$ cat src/rtl/conv_seq_pkg.sv
package conv_seq_pkg;

   typedef enum int unsigned {
      EV_LOAD   = 0,
      EV_SAMPLE = 1,
      EV_WRAP   = 2
   } seq_event_e;

   localparam int unsigned NUM_EVENTS = 3;

   function automatic int unsigned cnt_bits(input int unsigned max_val);
      int unsigned b;
      b = 1;
      while ((1 << b) <= max_val) b++;
      return b;
   endfunction

endpackage

$ cat src/rtl/frame_counter.sv
module frame_counter #(
   parameter int unsigned CNT_W   = 4,
   parameter int unsigned LAST    = 12,
   parameter int unsigned FIRST   = 1
) (
   input  logic             clk_i,
   input  logic             rst_i,
   output logic [CNT_W-1:0] cnt_o
);
   localparam logic [CNT_W-1:0] LAST_V  = CNT_W'(LAST);
   localparam logic [CNT_W-1:0] FIRST_V = CNT_W'(FIRST);
   localparam logic [CNT_W-1:0] ONE_V   = CNT_W'(1);

   logic [CNT_W-1:0] cnt_q;
   logic [CNT_W-1:0] cnt_d;

   always_comb begin
      if (cnt_q == LAST_V) cnt_d = FIRST_V;
      else                 cnt_d = cnt_q + ONE_V;
   end

   always_ff @(posedge clk_i) begin
      if (rst_i) cnt_q <= '0;
      else       cnt_q <= cnt_d;
   end

   assign cnt_o = cnt_q;
endmodule

$ cat src/rtl/event_pulse.sv
module event_pulse #(
   parameter int unsigned CNT_W = 4,
   parameter int unsigned AT    = 10
) (
   input  logic             clk_i,
   input  logic             rst_i,
   input  logic [CNT_W-1:0] cnt_i,
   output logic             pulse_o
);
   localparam logic [CNT_W-1:0] AT_V = CNT_W'(AT);

   logic hit;
   logic pulse_q;

   assign hit = (cnt_i == AT_V);

   always_ff @(posedge clk_i) begin
      if (rst_i) pulse_q <= 1'b0;
      else       pulse_q <= hit;
   end

   assign pulse_o = pulse_q;
endmodule

$ cat src/rtl/result_hold.sv
module result_hold #(
   parameter int unsigned CODE_W = 8
) (
   input  logic              clk_i,
   input  logic              rst_i,
   input  logic              take_i,
   input  logic [CODE_W-1:0] code_i,
   output logic [CODE_W-1:0] code_o
);
   logic [CODE_W-1:0] code_q;

   always_ff @(posedge clk_i) begin
      if (rst_i)       code_q <= '0;
      else if (take_i) code_q <= code_i;
   end

   assign code_o = code_q;
endmodule

$ cat src/rtl/conv_frame_seq.sv
module conv_frame_seq
   import conv_seq_pkg::*;
#(
   parameter int unsigned CODE_W        = 8,
   parameter int unsigned FRAME_LEN     = 12,
   parameter int unsigned LOAD_AT       = 10,
   parameter int unsigned SAMPLE_AT     = 11,
   parameter int unsigned CNT_W         = 4,
   parameter bit          SH_TRACK_HIGH = 1'b1
) (
   input  logic              clk_i,
   input  logic              rst_i,
   input  logic [CODE_W-1:0] code_i,
   output logic              sh_ctrl_o,
   output logic              restart_o,
   output logic              load_o,
   output logic [CODE_W-1:0] code_o
);
   localparam int unsigned WRAP_AT  = FRAME_LEN;
   localparam int unsigned MIN_W    = cnt_bits(WRAP_AT);
   localparam int unsigned EV_AT [NUM_EVENTS] = '{LOAD_AT, SAMPLE_AT, WRAP_AT};

   generate
      if (CNT_W < MIN_W) begin : g_bad_width
         $error("conv_frame_seq: CNT_W too small for FRAME_LEN");
      end
      if (CODE_W < 1) begin : g_bad_code
         $error("conv_frame_seq: CODE_W must be at least 1");
      end
      if (LOAD_AT < 1 || SAMPLE_AT <= LOAD_AT || SAMPLE_AT >= WRAP_AT) begin : g_bad_order
         $error("conv_frame_seq: need 1 <= LOAD_AT < SAMPLE_AT < FRAME_LEN");
      end
   endgenerate

   logic [CNT_W-1:0]      cnt_q;
   logic [NUM_EVENTS-1:0] ev_pulse;
   logic                  sample_pulse;

   frame_counter #(
      .CNT_W (CNT_W),
      .LAST  (WRAP_AT),
      .FIRST (1)
   ) u_cnt (
      .clk_i (clk_i),
      .rst_i (rst_i),
      .cnt_o (cnt_q)
   );

   for (genvar e = 0; e < NUM_EVENTS; e++) begin : g_event
      event_pulse #(
         .CNT_W (CNT_W),
         .AT    (EV_AT[e])
      ) u_ev (
         .clk_i   (clk_i),
         .rst_i   (rst_i),
         .cnt_i   (cnt_q),
         .pulse_o (ev_pulse[e])
      );
   end

   assign load_o       = ev_pulse[EV_LOAD];
   assign sample_pulse = ev_pulse[EV_SAMPLE];
   assign restart_o    = ev_pulse[EV_WRAP];

   generate
      if (SH_TRACK_HIGH) begin : g_sh_pos
         assign sh_ctrl_o = sample_pulse;
      end else begin : g_sh_neg
         assign sh_ctrl_o = ~sample_pulse;
      end
   endgenerate

   result_hold #(
      .CODE_W (CODE_W)
   ) u_hold (
      .clk_i  (clk_i),
      .rst_i  (rst_i),
      .take_i (load_o),
      .code_i (code_i),
      .code_o (code_o)
   );
endmodule

$ cat config.mk
export PLATFORM = sky130hd
export DESIGN_NAME = conv_frame_seq
export DESIGN_NICKNAME = d
export VERILOG_FILES = /design/src/rtl/conv_seq_pkg.sv /design/src/rtl/frame_counter.sv /design/src/rtl/event_pulse.sv /design/src/rtl/result_hold.sv /design/src/rtl/conv_frame_seq.sv
export SDC_FILE = /design/constraint.sdc
export NUM_CORES = 1
export LEC_CHECK = 0
export BUFFER_PORTS_ARGS = -buffer_cell sky130_fd_sc_hd__buf_2
export CORE_AREA = 2 2 39 41
export DETAILED_ROUTE_END_ITERATION = 6
export DIE_AREA = 0 0 41 43
export MAX_ROUTING_LAYER = met4
export PLACE_DENSITY = 0.81
export SYNTH_ARGS = -nofsm -noshare
export SYNTH_HDL_FRONTEND = slang
export SYNTH_SLANG_ARGS = --single-unit
$ cat constraint.sdc
create_clock -name clk_i -period 1.4 [get_ports clk_i]
set_clock_uncertainty 0.2 [all_clocks]
set_input_delay 0.28 -clock clk_i [delete_from_list [all_inputs] [get_ports clk_i]]
set_output_delay 0.28 -clock clk_i [all_outputs]
set_load 0.01 [all_outputs]
==> results of run 1 <==
## registers in the layout (all words and copies together) (netlist names)
register	flops
u_hold.code_o	8
u_cnt.cnt_o	4
g_event.u_ev.pulse_o	3
## kinds of logic after synthesis
kind of cell             count (synthesis)
AND/OR/NAND/NOR                         15
multiplexers                             9
adder cells (fa/ha/maj)                  3
flip-flops                              15
buffers and inverters                    5
AO/OA/AOI/OAI                            5
## worst max path at each step
| stage | end | startpoint | depth (start not counted) |
|---|---|---|---|
| global placement | u_cnt.cnt_o[3] | u_cnt.cnt_o[0] | 3 |
| floorplan | u_cnt.cnt_o[3] | u_cnt.cnt_o[2] | 3 |
| global route | u_cnt.cnt_o[3] | u_cnt.cnt_o[0] | 5 |
| CTS | load_o | g_event[0].u_ev.pulse_o | 2 |
| detailed placement | u_cnt.cnt_o[3] | u_cnt.cnt_o[0] | 5 |
| finish | u_cnt.cnt_o[3] | u_cnt.cnt_o[0] | 5 |
## cells in the final DEF, fill, tap and decap left out
| cell | n |
|---|---|
| a21oi_1 | 4 |
| and3b_1 | 1 |
| and4b_2 | 1 |
| and4bb_2 | 2 |
| buf_2 | 20 |
| buf_4 | 5 |
| buf_6 | 1 |
| clkbuf_1 | 1 |
| clkbuf_4 | 3 |
| dfxtp_1 | 13 |
| dfxtp_2 | 2 |
| ha_1 | 3 |
| inv_1 | 2 |
| inv_2 | 1 |
| mux2i_1 | 9 |
| nand3_1 | 1 |
| nor2_1 | 9 |
| o21ai_0 | 1 |
| or4_1 | 1 |
## power groups by stage
stage	registers [mW]	logic, mW	clock network, mW
2_1_floorplan	0.450	0.0258	0
3_3_place_gp	0.450	0.0469	0
3_5_place_dp	0.451	0.0493	0
4_1_cts	0.440	0.0498	0.249
5_1_grt	0.443	0.0554	0.258
6_report	0.442	0.0490	0.231
## worst min-delay path, delay by kind of cell
kind / cells / cell delay, ns
AND/OR/NAND/NOR: 1 / 0.07
multiplexers: 1 / 0.05
buffers and inverters: 1 / 0.07
## metal layers
metal	share of wire, %	up-vias	wire length, um
met5	0	-	0
met4	1.6	0	17
met3	8.7	2	91
met2	48	17	507
met1	41	187	435
li1	-	232	-
## cell type report
class	instances	area (um2)
Fill cell	127	631
Sequential cell	15	303
Multi-Input combinational cell	32	244
Timing Repair Buffer	26	149
Clock buffer	4	26.3
Tap cell	16	20.0
Inverter	3	11.3
## through the flow
stage | power [mW] | utilization, % | hold slack, ns | cells
global route | 0.757 | 54.4 | 0.0472 | 96
floorplan | 0.476 | - | 0.149 | 52
finish | 0.721 | 54.4 | 0.0415 | 96
detailed placement | 0.500 | 49.9 | 0.275 | 88
CTS | 0.739 | 52.1 | 0.0295 | 92
global placement | 0.496 | 49.9 | 0.267 | 88
## repair_timing
action                                  in CTS  in global routing
endpoints found under the setup margin       1                  2
gates resized for setup                      1                  2
setup buffers                                0                  4
==> impl_metrics.toml, run 1 <==
[clocking]
cts_max_level = 1
numCtsBuffers = 3
clock_latency_ns = 0.27
path_clk_slew_ns = 0.08
cts_tree = "built"
clock_path_buffers = 2
cts_hold_buf = 0
cts_sinks = 15
cts-root-buf = "clkbuf_4"

[routing]
routedWlPerCell_um = 11.0
wl_um = 1050
first_pass_iters = 3
viasPerCell = 4.56
ant_nets = 0
initialDrtViolationCount = 2
vias = 438
drc = 0

[yosys]
synth_ff_type = "dfxtp_1"
ys_seq_area_share_pct = 53.2
synth_most_common_cell = "dfxtp_1"
synth-seq-cells = 15
async_reset_ff_share_pct = 0
synth-simple-area-share_pct = 16.2
synth_fa_ha_area_share_pct = 6.65
synth_commonest_cells = "dfxtp_1 (15), mux2i_1 (9), nor2_1 (9)"
ys_types = 15
synth_edf_count = 0
syn_area_per_cell_um2 = 10.9
synthTopCellsByArea = "dfxtp_1 (53%), mux2i_1 (16%), ha_1 (6.7%)"
synthesis.area_um2 = 564
yosys.area_share.xor_xnor_pct = 0
yosys.area.top_type = "dfxtp_1"
synth_nets = 65
netlist_instances = 52
ys_warn_count = 0
synth-compound-area-share_pct = 4.43
synth_top_family_by_area = "simple AND/OR/NAND/NOR gates"
muxShareOfSynthArea_pct = 16.0
yosysTopAreaCellShare_pct = 53.2

[setup_path]
critical_path_class = "reg -> reg"
critPathRequiredTime_ns = 1.41
cp_slowest_cell = "dfxtp_2"
path_delay_family = "compound AO/OA/AOI/OAI gates"
cpPeakStageDelay_ns = 0.36
worst-path-buf-inv = 1
reg2reg_slack_ns = 0.09
start_kind = "flop"
cp_common_cell = "a21oi_1"
arrival_ns = 1.32
cp-end-kind = "flop"
reg2reg_depth = 5
crit_fanout = 4
worstReg2RegEnd = "u_cnt.cnt_o[3]"
crit_chain = "inv_1 > ha_1 > a21oi_1 > o21ai_0 > a21oi_1"
rr_startpoint = "u_cnt.cnt_o[0]"

[power]
p_comb_share_pct = 6.8
power_switching_uw = 152
p_int_uw = 570
p_seq_share_pct = 61.2
swShare_pct = 21.0
powerDensity_nw_per_um2 = 958
pwr-share-clk_pct = 32.0
max-vdd-ir-drop_v = 0.000567
leakagePower_nw = 0.351

[die]
floorplan.die_area_um2 = 1760
die_w_um = 41
core_area_um2 = 1380
die_height_um = 43
pin_count = 21
fp-row-count = 14
initial_utilization_pct = 40.8

[placed_design]
placed_cell_area_um2 = 691
dp_slack_ns = 0.0513
gp_congestion = 0.730
io_buffer_count = 20

[sta]
tightest_slew_ns = 0.236
setup_viol = 0
fin_crit_sh_pct = 93.7
fmax_mhz = 762
slew-limit-headroom_pct = 84.3
final.setup.worst_slack_ns = 0.0875
fin_crit_ns = 1.31
setup_tns_ns = 0
slew_viol_final = 0
rsz0062_at_grt = "false"
hold_viol = 0

[run_status]
status = "completed"

[grt]
grt_max_degree = 16
grt_usage_pct = 13.4
use_met2_pct = 19.4
grt-busiest-layer = "met2"
antenna_found_initial = 0
grt-ovfl-total = 0
grtUsageMet3_pct = 3.14
grt_use_met1_pct = 14.3
grt_pass1_wl_um = 1480
grt_pass1_vias = 395

[final_layout]
fin_area_um2 = 753
area_growth_pct = 33.5
nNetsFinal = 94
drive_above_1_share_pct = 43.8
n_antenna_cell = 0

[hold_path]
worstHoldPathType = "in -> reg"
min_from = "code_i[6]"
hold_path_depth = 3
holdPathEnd = "u_hold.code_o[6]"

[run]
maxCapViolCount = 0
Note: power is estimated with default switching activity, not from simulation.
==> inputs of run 2 (changes only) <==
--- a/config.mk
+++ b/config.mk
@@ -9,6 +9,7 @@
 export CORE_AREA = 2 2 39 41
 export DETAILED_ROUTE_END_ITERATION = 6
 export DIE_AREA = 0 0 41 43
+export GPL_ROUTABILITY_DRIVEN = 0
 export MAX_ROUTING_LAYER = met4
 export PLACE_DENSITY = 0.81
 export SYNTH_ARGS = -nofsm -noshare
==> constraint.sdc (replaced) <==
create_clock -name clk_i -period 1.5 [get_ports clk_i]
set_clock_uncertainty 0.2 [all_clocks]
set_input_delay 0.3 -clock clk_i [delete_from_list [all_inputs] [get_ports clk_i]]
set_output_delay 0.3 -clock clk_i [all_outputs]
set_load 0.01 [all_outputs]
==> run 2 against run 1 <==
Against the previous run: wire length shrank 13%; non-clock buffer count decreased by 5; largest power group unchanged; critical path type is now reg -> out; utilization fell by 3.2 points.
==> impl_metrics.toml, run 2 (same netlist as run 1, synthesis figures left out) <==
[setup_path]
path_delay_family = "buffers and inverters"
critPathRequiredTime_ns = 1.00
start_kind = "flop"
arrival_ns = 0.92
cp_slowest_cell = "dfxtp_1"
crit_fanout = 9
crit_chain = "buf_4 > buf_2"
worst-path-buf-inv = 2
cp-end-kind = "primary output"
critical_path_class = "reg -> out"
cpPeakStageDelay_ns = 0.31

[final_layout]
fillers = 143
layout_common_cells = "buf_2 (20), dfxtp_1 (15), mux2i_1 (9), nor2_1 (9), a21oi_1 (4)"
largest_reg_flops = 8
nNetsFinal = 89
stdcell_count = 91
n_antenna_cell = 0
area_growth_pct = 25.7
final_common_cell = "buf_2"
drive_above_1_share_pct = 37.3

[sta]
slew_viol_final = 0
tightest_slew_ns = 0.243
setup_tns_ns = 0
setup_viol = 0
hold_ws_ns = 0.0574
slew-limit-headroom_pct = 83.8
fin_crit_sh_pct = 94.8
fin_crit_ns = 1.42
final.setup.worst_slack_ns = 0.0786
rsz0062_at_grt = "false"
fmax_mhz = 704
hold_viol = 0

[clocking]
path_clk_slew_ns = 0.08
post_cts.repair.setup_buffers = 0
cts-root-buf = "clkbuf_4"
numCtsBuffers = 3
clock_path_buffers = 2
cts_hold_buf = 0
cts_sinks = 15
cts_max_level = 1
clock_latency_ns = 0.27
cts_resized = 0
cts_tree = "built"

[die]
initial_utilization_pct = 40.8
core_area_um2 = 1380
pin_count = 21
die_w_um = 41
floorplan.die_area_um2 = 1760
fp-row-count = 14
die_height_um = 43

[run]
maxCapViolCount = 0

[routing]
viasPerCell = 4.67
drc = 0
first_pass_iters = 2
wl_um = 911
ant_nets = 0
vias = 425
routedWlPerCell_um = 10.0
initialDrtViolationCount = 1

[power]
max-vdd-ir-drop_v = 0.000538
leakagePower_nw = 0.323
powerDensity_nw_per_um2 = 947
p_total_uw = 672

[placed_design]
hpwlAfterDp_um = 704
place_inst = 87
io_buffer_count = 20
dp_slack_ns = 0.136

[grt]
antenna_found_initial = 0
grt_usage_pct = 11.1
grt-ovfl-total = 0
grt_pass1_vias = 342
grt_pass1_wl_um = 1310
grt_max_degree = 16

[run_status]
status = "completed"

[hold_path]
worstHoldPathType = "in -> reg"
run 2: cell count changes in the layout (fill, tap and decap cells not counted):
cell / before / now
dfxtp_1: 13 / 15
buf_6: 1 / 0
buf_4: 5 / 1
dfxtp_2: 2 / 0
run 2: final timing paths:
check	start	end	slack (ns)	cells after the start
setup / recovery	g_event[0].u_ev.pulse_o	load_o	0.08	2
hold reg to reg	u_hold.code_o[3]	u_hold.code_o[3]	0.29	2
hold / removal	code_i[2]	u_hold.code_o[2]	0.06	3
setup reg to reg	u_cnt.cnt_o[2]	u_cnt.cnt_o[3]	0.11	3
run 2: through the flow:
stage	util, %	instance area (um2)
global route	51.3	709
floorplan	-	564
detailed placement	49.4	683
global placement	49.4	683
finish	51.3	709
CTS	51.3	709
run 2: worst reg2reg max path: stages, from the launching register on:
cell	delay (ns)
dfxtp_1	0.44
inv_2	0.05
or4_1	0.51
a21oi_1	0.12
run 2: layout make-up:
| cell class | instances | area (um2) | share of cell area [%] |
|---|---|---|---|
| timing repair buffer | 21 | 108 | 15.2 |
| sequential | 15 | 300 | 42.3 |
| inverter | 3 | 11.3 | 1.59 |
| clock buffer | 4 | 26.3 | 3.70 |
| tap | 16 | 20.0 | 2.82 |
| multi-input combinational | 32 | 244 | 34.4 |
run 2: power breakdown:
| part | leakage (nW) | switching, mW | total, mW | internal [mW] |
|---|---|---|---|---|
| registers | 0.121 | 0.00810 | 0.413 | 0.405 |
| clock network | 0.0150 | 0.114 | 0.217 | 0.103 |
| logic | 0.186 | 0.0206 | 0.0415 | 0.0209 |
| total | 0.323 | 0.143 | 0.672 | 0.529 |
run 2: metal layers:
metal  global-route usage, %  wire, um  share of wire (%)
met2                    16.9       376                 41
met1                    13.2       435                 48
met5                       -         0                  0
met4                    4.00        13                1.4
met3                    3.66        86                9.4
==> inputs of run 3 (changes only) <==
--- a/config.mk
+++ b/config.mk
@@ -11,7 +11,7 @@
 export DIE_AREA = 0 0 41 43
 export GPL_ROUTABILITY_DRIVEN = 0
 export MAX_ROUTING_LAYER = met4
-export PLACE_DENSITY = 0.81
+export PLACE_DENSITY = 0.7
 export SYNTH_ARGS = -nofsm -noshare
 export SYNTH_HDL_FRONTEND = slang
 export SYNTH_SLANG_ARGS = --single-unit
==> run 3 against run 2 <==
Against the previous run: power is essentially flat; global-route usage increased by 0.22 points; die area did not move; sequential power about the same; clock-buffer cell count unchanged; clock power about the same; largest cell class unchanged.
==> impl_metrics.toml, run 3 (same netlist as run 1, synthesis figures left out) <==
[run_status]
status = "completed"

[grt]
grt_max_degree = 16
grt-ovfl-total = 0
grt_pass1_vias = 364
antenna_found_initial = 0
grt_pass1_wl_um = 1310
grt_usage_pct = 11.3

[sta]
fmax_mhz = 721
rsz0062_at_grt = "false"
hold_viol = 0
setup_tns_ns = 0
setup_viol = 0
final.setup.worst_slack_ns = 0.114
slew_viol_final = 0
tightest_slew_ns = 0.241
fin_crit_sh_pct = 92.4
fin_crit_ns = 1.39
slew-limit-headroom_pct = 83.9

[clocking]
cts_max_level = 1
numCtsBuffers = 3
cts-root-buf = "clkbuf_4"
clock_latency_ns = 0.27
post_cts.repair.setup_buffers = 0
cts_sinks = 15
cts_resized = 0
cts_tree = "built"
clock_path_buffers = 2
cts_hold_buf = 0
path_clk_slew_ns = 0.08

[setup_path]
path_delay_family = "simple AND/OR/NAND/NOR gates"
crit_fanout = 6
start_kind = "flop"
cp_slowest_cell = "or4_1"
arrival_ns = 1.40
critical_path_class = "reg -> reg"
worst-path-buf-inv = 1
crit_chain = "inv_2 > or4_1 > a21oi_1"
cpPeakStageDelay_ns = 0.52
crit_path_start = "u_cnt.cnt_o[2]"
rr_startpoint = "u_cnt.cnt_o[2]"
critPathRequiredTime_ns = 1.51
cp-end-kind = "flop"

[placed_design]
io_buffer_count = 20
placed_cell_area_um2 = 691
hpwlAfterDp_um = 713
dp_slack_ns = 0.128

[power]
max-vdd-ir-drop_v = 0.000527
leakagePower_nw = 0.328
powerDensity_nw_per_um2 = 936
p_total_uw = 671

[routing]
routedWlPerCell_um = 10.0
top_layer = "met3"
wl_met3_um = 81
viasPerCell = 4.68
ant_nets = 0
drc = 0
wl_um = 920
vias = 431
wl_met2_um = 422
initialDrtViolationCount = 2
first_pass_iters = 2
wl_met1_um = 416

[final_layout]
drive_above_1_share_pct = 38.2
layout_common_cells = "buf_2 (20), dfxtp_1 (15), mux2i_1 (9), nor2_1 (9), a21oi_1 (4)"
fin_area_um2 = 717
largest_reg_flops = 8
area_growth_pct = 27.1
final_common_cell = "buf_2"
n_antenna_cell = 0
nNetsFinal = 90
fillers = 140

[die]
die_w_um = 41
fp-row-count = 14
floorplan.die_area_um2 = 1760
pin_count = 21
core_area_um2 = 1380
initial_utilization_pct = 40.8
die_height_um = 43

[hold_path]
worstHoldPathType = "in -> reg"
min_from = "code_i[4]"

[run]
maxCapViolCount = 0
run 3: cell types whose count changed in the layout (fill, tap and decap cells not counted):
cell   previous run  this run
buf_4             1         2
run 3: path summary, 6_finish.rpt:
path / depth (start not counted) / slack (ns) / endpoint
max reg2reg: 3 / 0.11 / u_cnt.cnt_o[3]
min: 3 / 0.06 / u_hold.code_o[4]
max: 3 / 0.11 / u_cnt.cnt_o[3]
min reg2reg: 2 / 0.29 / u_hold.code_o[4]
run 3: cell type report:
cell class	instances	area (um2)	area share, %
tap	16	20.0	2.79
inverter	3	11.3	1.57
clock buffer	4	26.3	3.66
sequential	15	300	41.9
timing repair buffer	22	115	16.1
multi-input combinational	32	244	34.0
run 3: stage by stage:
| stage | utilization [%] | hold slack (ns) | std cells |
|---|---|---|---|
| floorplan | - | 0.169 | 52 |
| global placement | 49.9 | 0.266 | 88 |
| detailed placement | 49.9 | 0.280 | 88 |
| CTS | 51.8 | 0.0550 | 92 |
| global route | 51.8 | 0.0751 | 92 |
| finish | 51.8 | 0.0599 | 92 |
run 3: power breakdown:
group / leakage, nW / internal (mW) / switching, mW / total [mW]
Combinational: 0.192 / 0.0211 / 0.0199 / 0.0410
Sequential: 0.121 / 0.405 / 0.00790 / 0.413
Clock: 0.0150 / 0.103 / 0.115 / 0.218
Total: 0.328 / 0.529 / 0.142 / 0.671
run 3: tightest hold or removal path: stages:
cell	delay, ns
buf_2	0.07
mux2i_1	0.05
nor2_1	0.07
run 3: routing by layer:
metal,track usage [%],vias to the layer above
li1,-,227
met1,11.9,188
met2,18.1,16
met3,3.14,0
met4,6.00,0
met5,-,-
